$ cat config.mk
export PLATFORM = sky130hd
export DESIGN_NAME = rx_addr_filter
export DESIGN_NICKNAME = d
export VERILOG_FILES = /design/src/rtl/rx_filt_pkg.sv /design/src/rtl/rx_sfd_fsm.sv /design/src/rtl/rx_byte_strobe.sv /design/src/rtl/rx_dest_match.sv /design/src/rtl/rx_addr_filter.sv
export SDC_FILE = /design/constraint.sdc
export NUM_CORES = 1
export LEC_CHECK = 0
export CAP_MARGIN = 20
export CORE_AREA = 2 2 127 98
export CTS_CLUSTER_SIZE = 24
export DETAILED_ROUTE_END_ITERATION = 10
export DIE_AREA = 0 0 129 100
export PLACE_DENSITY_LB_ADDON = 0.2
export SLEW_MARGIN = 0
export SYNTH_ARGS = -nofsm -noshare
export SYNTH_HDL_FRONTEND = slang
export SYNTH_SLANG_ARGS = --single-unit
export TNS_END_PERCENT = 100
$ cat constraint.sdc
create_clock -name clk_i -period 1.99 [get_ports clk_i]
set_input_delay 0.2985 -clock clk_i [delete_from_list [all_inputs] [get_ports clk_i]]
set_output_delay 0.2985 -clock clk_i [all_outputs]
set_load 0.05 [all_outputs]
$ cat src/rtl/rx_filt_pkg.sv
package rx_filt_pkg;
  typedef enum logic [1:0] {ST_IDLE, ST_PRE, ST_DATA, ST_DROP} rx_state_e;
  localparam logic [3:0] PRE_NIB = 4'h5;
  localparam logic [3:0] SFD_NIB = 4'hD;
endpackage

$ cat src/rtl/rx_sfd_fsm.sv
module rx_sfd_fsm
  import rx_filt_pkg::*;
#(
  parameter int NIB_W = 4
) (
  input  logic             clk_i,
  input  logic             rst_ni,
  input  logic             rx_dv_i,
  input  logic             rx_er_i,
  input  logic [NIB_W-1:0] rxd_i,
  output logic             sfd_hit_o,
  output logic             in_data_o,
  output logic             frame_end_o
);
  rx_state_e state_q;
  logic      prev_pre_q;

  always_comb begin
    sfd_hit_o   = (state_q == ST_IDLE || state_q == ST_PRE) && rx_dv_i && !rx_er_i &&
                  prev_pre_q && (rxd_i == NIB_W'(SFD_NIB));
    in_data_o   = (state_q == ST_DATA);
    frame_end_o = (state_q == ST_DATA) && !rx_dv_i;
  end

  always_ff @(posedge clk_i or negedge rst_ni) begin
    if (!rst_ni) begin
      state_q    <= ST_IDLE;
      prev_pre_q <= 1'b0;
    end else begin
      case (state_q)
        ST_IDLE, ST_PRE: begin
          prev_pre_q <= 1'b0;
          if (!rx_dv_i)       state_q <= ST_IDLE;
          else if (rx_er_i)   state_q <= ST_DROP;
          else if (sfd_hit_o) state_q <= ST_DATA;
          else begin
            state_q    <= ST_PRE;
            prev_pre_q <= (rxd_i == NIB_W'(PRE_NIB));
          end
        end
        ST_DATA, ST_DROP: begin
          prev_pre_q <= 1'b0;
          if (!rx_dv_i) state_q <= ST_IDLE;
        end
        default: state_q <= ST_IDLE;
      endcase
    end
  end


  sfd_enter_chk: assert property (@(posedge clk_i) disable iff (!rst_ni)
    sfd_hit_o |=> in_data_o);


  drop_no_data_chk: assert property (@(posedge clk_i) disable iff (!rst_ni)
    (state_q == ST_DROP) |=> !in_data_o);
endmodule

$ cat src/rtl/rx_byte_strobe.sv
module rx_byte_strobe (
  input  logic clk_i,
  input  logic rst_ni,
  input  logic sfd_hit_i,
  input  logic in_data_i,
  input  logic rx_dv_i,
  output logic strobe_o
);
  logic phase_q;

  always_ff @(posedge clk_i or negedge rst_ni) begin
    if (!rst_ni)                    phase_q <= 1'b0;
    else if (sfd_hit_i)             phase_q <= 1'b1;
    else if (in_data_i && rx_dv_i)  phase_q <= ~phase_q;
    else                            phase_q <= 1'b0;
  end

  assign strobe_o = phase_q && in_data_i && rx_dv_i;


  strobe_first_chk: assert property (@(posedge clk_i) disable iff (!rst_ni)
    sfd_hit_i |=> (strobe_o || !rx_dv_i));


  strobe_alt_chk: assert property (@(posedge clk_i) disable iff (!rst_ni)
    strobe_o |=> !strobe_o);
endmodule

$ cat src/rtl/rx_dest_match.sv
module rx_dest_match #(
  parameter int ADDR_W = 48,
  parameter int NIB_W  = 4
) (
  input  logic              clk_i,
  input  logic              rst_ni,
  input  logic              sfd_hit_i,
  input  logic              in_data_i,
  input  logic              frame_end_i,
  input  logic              rx_dv_i,
  input  logic [NIB_W-1:0]  rxd_i,
  input  logic              ext_reject_i,
  input  logic [ADDR_W-1:0] station_addr_i,
  input  logic              promisc_i,
  output logic              accept_o,
  output logic              reject_o
);
  localparam int NIBS  = ADDR_W / NIB_W;
  localparam int CNT_W = $clog2(NIBS + 1);

  logic [CNT_W-1:0]            cnt_q;
  logic [NIBS-1:0][NIB_W-1:0]  dest_q;
  logic [ADDR_W-1:0]           dest_flat;
  logic                        xrej_q, done, capture, hit, pass;

  assign dest_flat = dest_q;
  assign done      = (cnt_q == CNT_W'(NIBS));
  assign capture   = in_data_i && rx_dv_i && !done;
  assign hit       = promisc_i || (dest_flat == station_addr_i) || (&dest_flat);
  assign pass      = done && hit && !xrej_q;

  for (genvar g = 0; g < NIBS; g++) begin : g_nib
    always_ff @(posedge clk_i or negedge rst_ni) begin
      if (!rst_ni)                              dest_q[g] <= '0;
      else if (sfd_hit_i)                       dest_q[g] <= '0;
      else if (capture && cnt_q == CNT_W'(g))   dest_q[g] <= rxd_i;
    end
  end

  always_ff @(posedge clk_i or negedge rst_ni) begin
    if (!rst_ni) begin
      cnt_q  <= '0;
      xrej_q <= 1'b0;
    end else if (sfd_hit_i) begin
      cnt_q  <= '0;
      xrej_q <= 1'b0;
    end else if (capture) begin
      cnt_q  <= cnt_q + 1'b1;
      xrej_q <= xrej_q || ext_reject_i;
    end
  end

  always_ff @(posedge clk_i or negedge rst_ni) begin
    if (!rst_ni) begin
      accept_o <= 1'b0;
      reject_o <= 1'b0;
    end else begin
      accept_o <= frame_end_i && pass;
      reject_o <= frame_end_i && !pass;
    end
  end


  cnt_bound_chk: assert property (@(posedge clk_i) disable iff (!rst_ni)
    cnt_q <= CNT_W'(NIBS));


  one_decision_chk: assert property (@(posedge clk_i) disable iff (!rst_ni)
    $onehot0({accept_o, reject_o}));


  decision_pulse_chk: assert property (@(posedge clk_i) disable iff (!rst_ni)
    (accept_o || reject_o) |=> !(accept_o || reject_o));
endmodule

$ cat src/rtl/rx_addr_filter.sv
module rx_addr_filter #(
  parameter int ADDR_W = 48,
  parameter int NIB_W  = 4
) (
  input  logic              clk_i,
  input  logic              rst_ni,
  input  logic [NIB_W-1:0]  rxd_i,
  input  logic              rx_dv_i,
  input  logic              rx_er_i,
  input  logic              ext_reject_i,
  input  logic [ADDR_W-1:0] station_addr_i,
  input  logic              promisc_i,
  output logic              byte_strobe_o,
  output logic              frame_accept_o,
  output logic              frame_reject_o
);
  logic sfd_hit, in_data, frame_end;

  rx_sfd_fsm #(.NIB_W(NIB_W)) u_fsm (
    .clk_i       (clk_i),
    .rst_ni      (rst_ni),
    .rx_dv_i     (rx_dv_i),
    .rx_er_i     (rx_er_i),
    .rxd_i       (rxd_i),
    .sfd_hit_o   (sfd_hit),
    .in_data_o   (in_data),
    .frame_end_o (frame_end)
  );

  rx_byte_strobe u_strobe (
    .clk_i     (clk_i),
    .rst_ni    (rst_ni),
    .sfd_hit_i (sfd_hit),
    .in_data_i (in_data),
    .rx_dv_i   (rx_dv_i),
    .strobe_o  (byte_strobe_o)
  );

  rx_dest_match #(.ADDR_W(ADDR_W), .NIB_W(NIB_W)) u_match (
    .clk_i          (clk_i),
    .rst_ni         (rst_ni),
    .sfd_hit_i      (sfd_hit),
    .in_data_i      (in_data),
    .frame_end_i    (frame_end),
    .rx_dv_i        (rx_dv_i),
    .rxd_i          (rxd_i),
    .ext_reject_i   (ext_reject_i),
    .station_addr_i (station_addr_i),
    .promisc_i      (promisc_i),
    .accept_o       (frame_accept_o),
    .reject_o       (frame_reject_o)
  );


  strobe_idle_chk: assert property (@(posedge clk_i) disable iff (!rst_ni)
    !rx_dv_i |-> !byte_strobe_o);


  decision_after_fall_chk: assert property (@(posedge clk_i) disable iff (!rst_ni)
    (frame_accept_o || frame_reject_o) |-> !$past(rx_dv_i));
endmodule

==> qor.csv, run 1 <==
metric,value,unit
status,completed,
Port-buffer cells,60,
Post-CTS Setup Bufs,0,
number of global-route vias before repair,2884,
largest net degree at the start of global routing,60,
"wirelength, routed",10300,um
Detailed Routing Iterations Pass 1,4,
Vias,2837,
"delay-heaviest family, CP",buffers and inverters,
finished layout cell area,4490,um2
Final Wtd Congestion,0.847,
syn_nets,402,
final std cells w/o fill,597,
Clock Latency Late Sink,320,ps
initial antenna violation count,0,
gr ovfl total,0,
Power Total,0.00487,W
number of library cell types mapped by synthesis,36,
area grow syn2layout,40.6,%
CTS root buf,clkbuf_16,
CP max-delay cell,clkdlybuf4s50_1,
dpl cell area,4190,um2
Wirelength per Cell,17.2,um
"leading cell type in the layout, fill and taps excluded",dfrtp_1,
hold violation total from the final report,0,
"Buf+Inv Stages, Crit Path",3,
"Reg clk slew, reported paths",50,ps
number of cells on the critical path,5,
Die X,129,um
fin crit share,94.4,%
Final Skew,3.40,ps
worst-path fanout max,5,
Mapped Area,3190,um2
worst hold path cell count,1,
RSZ-0062 raised after global routing,false,
worst setup margin,112,ps
count of final setup violators,0,
overall die area,12900,um2
CTS Buffer Depth,2,
sequential cell area,1480,um2
Placed Instances,582,
fraction of layout cells with a size suffix above 1,13.9,%
Worst R2R Path Depth,6,
Num CTS Buffers,9,
CTS tree,yes,
Hold Crit Class,flop to flop,
fin crit period,1880,ps
# diodes,0,
cell count after synthesis,340,
TNS Setup,0,ps
Die Height,100,um
H-Tree Depth,3,
area of the multi-input gates,1610,um2
async set-reset flop share out of synthesis,100,%
IO Count,61,
row count,35,
remaining antenna violation count,0,
startpoint types,primary input,
GRT Overall Usage,16.8,%
Crit Path Class,primary input to output port,
Setup crit end kind,output port,
Leak,1.93,nW
"Arr. time, crit path",1580,ps
"FF+latch count, synth",59,
vias per cell,4.75,
dpl hpwl,7910,um
Achievable Freq,533,MHz
CP cell instances,clkdlybuf4s50_1 > nand3b_4 > buf_4 > nor2_1 > buf_12,
# DRC,0,
number of synthesized flops with an enable pin,0,
worst slew pin tran,497,ps
Nets,490,
sequential area share after synthesis,46.3,%
Pins Over Slew Limit,0,
relative slew slack,66.8,%
Peak VDD IR,0.000444,V
Slowest Stage Delay on Critical Path,590,ps
max cap viols,0,
Initial Util,26.9,%
Core Area,11900,um2
Critical Path RT,1690,ps
average size of a mapped cell,9.38,um2
most frequent cells in the layout,"59 x dfrtp_1, 58 x clkdlybuf4s50_1, 46 x xor2_1, 46 x nand3_1, 45 x nand2_1",
P per Cell Area,1080,nW/um2
Yosys warnings,0,
number of DRC markers in iteration 0,287,
first-pass GRT wire length,16100,um
fillers,1249,
ys flop type,dfrtp_1,
clock sink count,59,
post-place setup slack,-87.8,ps
stage by stage:
step | hold WS, ps | util (%)
6_report | 461 | 37.8
5_1_grt | 497 | 37.8
2_1_floorplan | 2.91 | -
3_3_place_gp | 335 | 35.3
4_1_cts | 467 | 37.8
3_5_place_dp | 334 | 35.3
logic make-up after synthesis:
group	share of synthesized area, %
AO/OA/AOI/OAI	8.16
buffers and inverters	3.22
adder cells (fa/ha/maj)	1.57
flip-flops	46.3
multiplexers	1.73
AND/OR/NAND/NOR	25.1
XOR/XNOR	14.0
final timing paths:
| kind | from | to | slack [ps] |
|---|---|---|---|
| max in group asynchronous | rst_ni | u_match.cnt_q[2] | 1200 |
| worst max register to register | u_match.dest_flat[36] | u_match.accept_o | 260 |
| min in group asynchronous | rst_ni | u_strobe.phase_q | 510 |
| worst min-delay path | u_strobe.phase_q | u_strobe.phase_q | 460 |
| worst max-delay path | rx_dv_i | byte_strobe_o | 110 |
| worst min register to register | u_strobe.phase_q | u_strobe.phase_q | 460 |
synth_stat cells (2+ instances only):
library cell,number,share of area (%)
dfrtp_1,59,46
nand3_1,46,7.2
xor2_1,46,13
nand2_1,45,5.3
a21oi_1,34,5.3
nand4_1,16,3.1
nor4_1,15,2.9
nor2_1,10,1.2
clkbuf_1,8,0.94
o21ai_0,8,1.3
buf_2,7,1.1
inv_1,5,0.59
o21ai_1,5,0.78
xnor2_1,5,1.4
ha_1,4,1.6
mux2i_1,4,1.3
nor3_1,2,0.31
nor3_2,2,0.63
or3_1,2,0.39
repair_timing:
item                      CTS  global route
hold endpoints to repair    1             0
resized for setup           0             0
hold buffers                1             0
layout make-up:
class,instances,share of cell area [%]
timing repair buffer,94,19.8
multi-input combinational,259,35.9
clock buffer,11,5.41
tap,166,4.63
inverter,5,0.418
clock inverter,3,0.893
sequential,59,32.9
layer usage:
layer | wire length, um | part of all wire, % | GRT usage (%)
met2 | 4360 | 42 | 24.6
met1 | 5110 | 50 | 25.2
met3 | 740 | 7.2 | 3.68
met5 | 0 | 0 | 0
met4 | 82 | 0.80 | 4.18
power by group:
part	internal, W	leakage [nW]	switching (W)	total, W
clock	0.000983	0.141	0.000504	0.00149
sequential	0.00157	0.785	0.000468	0.00204
combinational	0.000663	1.00	0.000675	0.00134
flip-flops by register name, indices dropped and copies added (netlist names):
signal / flops
u_fsm.prev_pre_q: 1
u_fsm.state_q: 2
u_match.accept_o: 1
u_match.cnt_q: 4
u_match.dest_flat: 48
u_match.reject_o: 1
u_match.xrej_q: 1
u_strobe.phase_q: 1
worst reg2reg max path, stage by stage, from the launching register on:
cell and delay (ps):
dfrtp_1 410, xor2_1 150, nor4_1 300, buf_4 190
nand3_1 120, nor4_2 360, o21ba_1 150
Note: power is estimated with default switching activity, not from simulation.
==> run 2, diff against run 1 <==
Settings changed: SKIP_CTS_REPAIR_TIMING set to 1.
==> run 2 against run 1 <==
  * Clock power about the same
  * Largest cell class unchanged
  * Critical path depth unchanged
  * First-iteration DRC count up 1.7%
  * Fmax about the same
  * Via count down 0.28%
  * The flow now finishes with violations (hold timing)
  * Largest power group unchanged
  * Critical endpoint unchanged
  * Register-to-register slack about the same
==> qor.csv, run 2 (synthesis gave the netlist of run 1 again) <==
metric,value,unit,change
met2 Use GR,24.5,%,-0.081 points
CTS root buf,clkbuf_16,,
finished layout cell area,4480,um2,-0.22%
IO Count,61,,unchanged
dpl hpwl,7910,um,unchanged
Peak VDD IR,0.000445,V,+0.20%
count of final setup violators,0,,unchanged
"Arr. time, crit path",1580,ps,about the same
M1 GR Usage,25.2,%,unchanged
status,"complete, but fails checks",,
hold violation total from the final report,23,,+23
number of DRC markers in iteration 0,292,,+1.7%
Nets,489,,-0.20%
number of global-route vias before repair,2872,,-0.42%
violated checks,hold timing,,
fin crit share,94.3,%,about the same
remaining antenna violation count,0,,unchanged
fin crit period,1880,ps,-0.705 ps
# diodes,0,,unchanged
Critical Path RT,1690,ps,about the same
Die Height,100,um,unchanged
gr ovfl total,0,,unchanged
largest net degree at the start of global routing,60,,unchanged
CTS tree,yes,,
"wirelength, routed",10200,um,-0.49%
clock sink count,59,,unchanged
busiest grt layer,met1,,
Hold Crit Class,primary input to asynchronous set/reset pin,,
Slowest Stage Delay on Critical Path,590,ps,about the same
Leak,1.92,nW,-0.22%
Placed Instances,582,,unchanged
Reg-to-Reg Start,u_match.dest_flat[36],,
startpoint types,primary input,,
Detailed Routing Iterations Pass 1,4,,unchanged
fraction of layout cells with a size suffix above 1,14.0,%,+0.032 points
number of cells on the critical path,5,,unchanged
overall die area,12900,um2,unchanged
Initial Util,26.9,%,unchanged
"delay-heaviest family, CP",buffers and inverters,,
worst slew pin tran,497,ps,+0.00125 ps
RSZ-0062 raised after global routing,false,,
CP cell instances,clkdlybuf4s50_1 > nand3b_4 > buf_4 > nor2_1 > buf_12,,
Pins Over Slew Limit,0,,unchanged
Final Wtd Congestion,0.847,,unchanged
max cap viols,0,,unchanged
H-Tree Depth,3,,unchanged
CTS Buffer Depth,2,,unchanged
Crit Path Class,primary input to output port,,
Setup crit end kind,output port,,
Worst R2R Path Depth,6,,unchanged
Wirelength per Cell,17.2,um,-0.32%
GRT Overall Usage,16.8,%,-0.023 points
Min Hold Slack,-23.6,ps,-484 ps
final std cells w/o fill,596,,-0.17%
most frequent cells in the layout,"59 x dfrtp_1, 58 x clkdlybuf4s50_1, 46 x xor2_1, 46 x nand3_1, 45 x nand2_1",,
Die X,129,um,unchanged
Vias,2829,,-0.28%
CP max-delay cell,clkdlybuf4s50_1,,
row count,35,,unchanged
initial antenna violation count,0,,unchanged
P per Cell Area,1090,nW/um2,+0.12%
Critical Path Start,rx_dv_i,,
Clock Latency Late Sink,320,ps,about the same
"leading cell type in the layout, fill and taps excluded",dfrtp_1,,
relative slew slack,66.8,%,about the same
# DRC,0,,unchanged
Core Area,11900,um2,unchanged
grt met3 use,3.68,%,unchanged
Largest register FFs,48,,unchanged
"Reg clk slew, reported paths",50,ps,about the same
Port-buffer cells,60,,unchanged
"Buf+Inv Stages, Crit Path",3,,unchanged
vias per cell,4.75,,-0.11%
Num CTS Buffers,9,,unchanged
first-pass GRT wire length,16100,um,-0.17%
Achievable Freq,533,MHz,about the same
area grow syn2layout,40.3,%,
dpl cell area,4190,um2,unchanged
worst-path fanout max,5,,unchanged
Final Skew,3.36,ps,-0.0324 ps
run 2: changes by cell type in the layout (fill, tap and decap cells not counted), sizes merged:
cell         change
dlygate4sd3      -1
run 2: final timing paths:
path,slack (ps),endpoint
worst min-delay path,-20,u_strobe.phase_q
worst min register to register,460,u_strobe.phase_q
min in group clk_i,460,u_strobe.phase_q
worst max register to register,260,u_match.accept_o
max in group asynchronous,1740,u_match.cnt_q[3]
worst max-delay path,110,byte_strobe_o
run 2: area by class of cell:
class / count / area, um2
tap: 166 / 208
sequential: 59 / 1480
clock buffer: 11 / 243
inverter: 5 / 18.8
timing repair buffer: 93 / 878
multi-input combinational: 259 / 1610
fill: 1250 / 7390
clock inverter: 3 / 40.0
run 2: power breakdown:
| group | internal, W | total (W) | leakage, nW | switching (W) |
|---|---|---|---|---|
| sequential | 0.00157 | 0.00204 | 0.785 | 0.000468 |
| clock | 0.000983 | 0.00149 | 0.141 | 0.000503 |
| combinational | 0.000661 | 0.00133 | 0.996 | 0.000672 |
| total | 0.00322 | 0.00486 | 1.92 | 0.00164 |
run 2: metal layers:
metal,vias up,part of all wire (%)
li1,1373,-
met1,1339,48
met2,108,42
met3,9,9.2
met4,0,0.89
met5,-,0
run 2: stage by stage:
stage / setup TNS (ps) / utilization, % / setup slack, ps / power [W]
2_1_floorplan: 0 / - / 320 / 0.00272
3_3_place_gp: -143 / 35.3 / -72.3 / 0.00337
3_5_place_dp: -224 / 35.3 / -87.8 / 0.00340
4_1_cts: 0 / 37.7 / 89.2 / 0.00490
5_1_grt: 0 / 37.7 / 40.6 / 0.00517
6_report: 0 / 37.7 / 113 / 0.00486
